### config.mk
export PLATFORM = sky130hd
export DESIGN_NAME = adc_thresh_mon
export DESIGN_NICKNAME = d
export VERILOG_FILES = /design/src/rtl/adc_mon_pkg.sv /design/src/rtl/adc_mon_cmp.sv /design/src/rtl/adc_mon_unit.sv /design/src/rtl/adc_thresh_mon.sv
export SDC_FILE = /design/constraint.sdc
export NUM_CORES = 1
export LEC_CHECK = 0
export ABC_CLOCK_PERIOD_IN_PS = 1900
export BUFFER_PORTS_ARGS = -buffer_cell sky130_fd_sc_hd__buf_2
export CAP_MARGIN = 20
export CORE_MARGIN = 10
export CORE_UTILIZATION = 40
export DETAILED_ROUTE_END_ITERATION = 16
export GPL_TIMING_DRIVEN = 0
export PLACE_DENSITY_LB_ADDON = 0.12
export SETUP_SLACK_MARGIN = 0.3
export SLEW_MARGIN = 40
export SYNTH_ARGS = -nofsm -noshare
export SYNTH_HDL_FRONTEND = slang
export SYNTH_SLANG_ARGS = --single-unit
### constraint.sdc
create_clock -name clk -period 1.9 [get_ports clk]
set_clock_uncertainty 0.1 [all_clocks]
set_input_delay 0.38 -clock clk [delete_from_list [all_inputs] [get_ports clk]]
set_output_delay 0.38 -clock clk [all_outputs]
set_load 0.01 [all_outputs]
### src/rtl/adc_mon_pkg.sv
// Package: shared definitions for the ADC result threshold monitor.
// Assumes: results and limits are unsigned binary values.
package adc_mon_pkg;

    // Direction of the threshold test for one monitor.
    typedef enum logic {
        DIR_BELOW = 1'b0,
        DIR_ABOVE = 1'b1
    } mon_dir_e;

endpackage

### src/rtl/adc_mon_cmp.sv
// Module: unsigned magnitude comparator.
// Does: reports whether value is strictly above or strictly below limit.
// Assumes: both operands unsigned and the same width; equality sets neither output.
module adc_mon_cmp #(
    parameter int W = 10
) (
    input  logic [W-1:0] value,
    input  logic [W-1:0] limit,
    output logic         above,
    output logic         below
);

    // Strict comparisons in both directions.
    always_comb begin
        above = (value > limit);
        below = (value < limit);
    end

endmodule

### src/rtl/adc_mon_unit.sv
// Module: one threshold monitor.
// Does: on a store to the watched channel, tests the stored value against the
//       limit in the programmed direction and registers a one-cycle pulse.
// Assumes: configuration is sampled in the store cycle; no store, no pulse.
module adc_mon_unit
    import adc_mon_pkg::*;
#(
    parameter int RES_W = 10,
    parameter int CH_W  = 3
) (
    input  logic             clk,
    input  logic             rst_n,
    input  logic             store_vld,
    input  logic [CH_W-1:0]  store_ch,
    input  logic [RES_W-1:0] store_data,
    input  logic             en,
    input  logic [CH_W-1:0]  sel,
    input  logic [RES_W-1:0] lim,
    input  logic             dir_above,
    input  logic             irq_en,
    output logic             irq
);

    logic     is_above;
    logic     is_below;
    logic     ch_hit;
    logic     cond;
    mon_dir_e dir;

    adc_mon_cmp #(.W(RES_W)) u_cmp (
        .value (store_data),
        .limit (lim),
        .above (is_above),
        .below (is_below)
    );

    // Qualify the store event and pick the directional result.
    always_comb begin
        dir    = mon_dir_e'(dir_above);
        ch_hit = store_vld && en && (store_ch == sel);
        cond   = (dir == DIR_ABOVE) ? is_above : is_below;
    end

    // Register the pulse one clock after the qualifying store.
    always_ff @(posedge clk) begin
        if (!rst_n) begin
            irq <= 1'b0;
        end else begin
            irq <= ch_hit && cond && irq_en;
        end
    end

endmodule

### src/rtl/adc_thresh_mon.sv
// Module: ADC result threshold monitor, top level.
// Does: instantiates NUM_MON independent monitors sharing one result-store stream.
// Assumes: packed configuration vectors, monitor 0 in the lowest slice.
module adc_thresh_mon #(
    parameter int RES_W   = 10,
    parameter int CH_W    = 3,
    parameter int NUM_MON = 2
) (
    input  logic                     clk,
    input  logic                     rst_n,
    input  logic                     store_vld,
    input  logic [CH_W-1:0]          store_ch,
    input  logic [RES_W-1:0]         store_data,
    input  logic [NUM_MON-1:0]       mon_en,
    input  logic [NUM_MON*CH_W-1:0]  mon_sel,
    input  logic [NUM_MON*RES_W-1:0] mon_lim,
    input  logic [NUM_MON-1:0]       mon_above,
    input  logic [NUM_MON-1:0]       mon_irq_en,
    output logic [NUM_MON-1:0]       irq
);

    // One monitor per slice of the packed configuration.
    for (genvar g = 0; g < NUM_MON; g++) begin : g_mon
        adc_mon_unit #(
            .RES_W (RES_W),
            .CH_W  (CH_W)
        ) u_unit (
            .clk        (clk),
            .rst_n      (rst_n),
            .store_vld  (store_vld),
            .store_ch   (store_ch),
            .store_data (store_data),
            .en         (mon_en[g]),
            .sel        (mon_sel[g*CH_W +: CH_W]),
            .lim        (mon_lim[g*RES_W +: RES_W]),
            .dir_above  (mon_above[g]),
            .irq_en     (mon_irq_en[g]),
            .irq        (irq[g])
        );
    end

endmodule

==> qor.csv <==
stage;metric;value;unit
detailed_routing;Avg Vias per Cell;4.70;
final_layout;flip-flop and latch area;40.0;um2
power;Max VDD drop;0.175;mV
detailed_routing;DRT Pass-1 Iters;3;
final_layout;most frequent cells in the layout;buf_2, inv_1, ha_1, nand4_1, xor2_1;
power;Pwr Density;301;mW/mm2
clock_network;worst-case clock buffer depth;2;
min_path;Hold Path Class;in2reg;
final_layout;Largest regs;g_mon.u_unit.irq x2;
timing;relative slew slack;76.8;%
global_routing;global route overflow;0;
critical_path;Startpoint Class;primary input;
clock_network;clock tree sinks;2;
timing;RSZ-0062 raised after global routing;yes;
detailed_routing;final WL;1930;um
clock_network;CTS clk-pin slew, worst paths;30;ps
critical_path;Setup CP Type;in2reg;
detailed_routing;DRC violations left;0;
detailed_routing;Final ANT Viol Nets;0;
final_layout;share of cells above drive strength 1;51.8;%
timing;slew at the pin closest to its max-slew limit;343;ps
die;io pins;50;
critical_path;Data arrival, critical path;1610;ps
clock_network;number of setup buffers added after CTS;0;
timing;Final Hold Viols;0;
die;chip width;63.4;um
power;Combinational Power Share;59.5;%
final_layout;multi-input combinational cell area;671;um2
detailed_routing;number of vias in the routed layout;781;
critical_path;worst path required time;1940;ps
timing;count of final setup violators;0;
final_layout;# fillers;186;
final_layout;commonest non-fill, non-tap cell in the layout;buf_2;
die;Rows;15;
critical_path;Worst Setup End Kind;flip-flop;
final_layout;Area growth syn-to-layout;47.3;%
die;placeable core area;0.00176;mm2
global_routing;initial antenna violation count;0;
die;Die Y;63.4;um
placed_design;IO Port Bufs;49;
synthesis;Mapped Cells;89;
synthesis;EDFF count, synth;0;
die;starting density of the core;42.8;%
synthesis;Synthesized Nets;157;
power;Clock Power Share;27.8;%
die;die area;0.00402;mm2
power;Net Switching;117;uW
placed_design;routability cong.;0.731;
power;Flop pwr share;12.7;%
power;LEAKAGE;0.000610;uW
timing;min Tclk post-route;1580;ps
clock_network;H-tree depth;1;
synthesis;Post-Synthesis Cell Area;754;um2
power;switching share of power;35.0;%
clock_network;root buf cell;clkbuf_4;
detailed_routing;routed wire length per instance;11.6;um
critical_path;crit-path max FO;2;
synthesis;asr flop ratio synth;0;%
synthesis;Top FF cell, synth;dfxtp_1;
synthesis;Yosys cell types;20;
final_layout;post-route cell area;0.00111;mm2
placed_design;placed wire-length estimate;1830;um
synthesis;post-synthesis register bit count;2;
synthesis;sequential-to-total area share from yosys stat;5.31;%
timing;Fmax;634;MHz
final_layout;Largest register FFs;2;
final_layout;Antenna diodes;0;
global_routing;GR Util All Layers;9.58;%
clock_network;total CTS buffers;3;
final_layout;Biggest register;g_mon.u_unit.irq;
global_routing;largest net degree at the start of global routing;4;
final_layout;nets;211;
global_routing;global-route wire length before repair;3330;um
synthesis;Synth warnings;0;
timing;setup_tns;0;ps
power;Int Pwr;217;uW
timing;Final period util;83.0;%
detailed_routing;initial DRC count;7;
global_routing;vias in the first global route;819;
status;status;finished, final reports clean;
placed_design;post-place instance area;0.00106;mm2
clock_network;TritonCTS clock tree;done;
timing;Slew Limit Fails;0;
flow_run;maxcap violations;0;
synthesis;Avg Inst Size Synth;8.48;um2
[routing by layer]
layer	vias up	wire (um)	global-route usage, %
met4	0	0	2.46
met2	26	1000	17.3
li1	415	-	-
met1	340	719	10.0
met3	0	209	3.71
met5	-	0	0
[power by group through the flow]
stage               clock network, uW  logic, uW  registers (uW)
floorplan                           0        121            43.1
global placement                    0        190            43.1
detailed placement                  0        193            43.1
CTS                              94.5        194            42.6
global route                     97.4        231            42.6
finish                           93.1        199            42.6
[synthesized netlist by cell type (4+ instances only)]
cell | instances | area [um2]
inv_1 | 23 | 86.3
ha_1 | 20 | 250
nand4_1 | 6 | 37.5
xor2_1 | 6 | 52.6
a211oi_2 | 4 | 50.1
nand2b_1 | 4 | 25.0
[cell families after synthesis]
family                     after synthesis  share of synthesized area [%]
AOI/OAI and AO/OA                       16                           23.6
xor gates and xnor gates                 6                           6.97
adders and majority gates               20                           33.2
muxes                                    2                           2.65
DFF                                      2                           5.31
buffers and inverters                   25                           13.4
and+or+nand+nor                         18                           14.9
[critical path, cell delays in order]
cell and delay (ps):
buf_2 90, inv_1 80, ha_4 210, a211oi_2 170
nor2_1 100, a2111oi_4 340, mux2i_1 250
[worst paths after layout]
kind / start / to / slack (ps) / depth (start not counted)
min: mon_above[0] / g_mon[0].u_unit.irq / 360 / 3
max: mon_lim[17] / g_mon[1].u_unit.irq / 320 / 7
[cell type report]
cell class	instances	area share [%]
multi-input cells	62	60.4
clock buffers	3	2.03
flip-flops and latches	2	3.60
inverters	23	7.77
plain buffers	2	1.35
well taps	25	2.82
repair buffers	49	22.1
[what timing repair did]
| item | in CTS | in global routing |
|---|---|---|
| pin swaps | 1 | 4 |
| resized for setup | 0 | 4 |
| hold buffers | 0 | 0 |
| setup endpoints to repair | 1 | 1 |
[stage by stage]
step	cells	total power [uW]	hold WS [ps]	utilization (%)	setup WS (ps)
6_report	166	335	361	63.0	322
5_1_grt	166	371	388	63.0	271
4_1_cts	166	331	363	61.6	300
3_5_place_dp	163	236	591	60.3	75.5
3_3_place_gp	163	233	584	60.3	82.7
2_1_floorplan	89	164	440	-	303
Power figures use the tool's default switching activity.
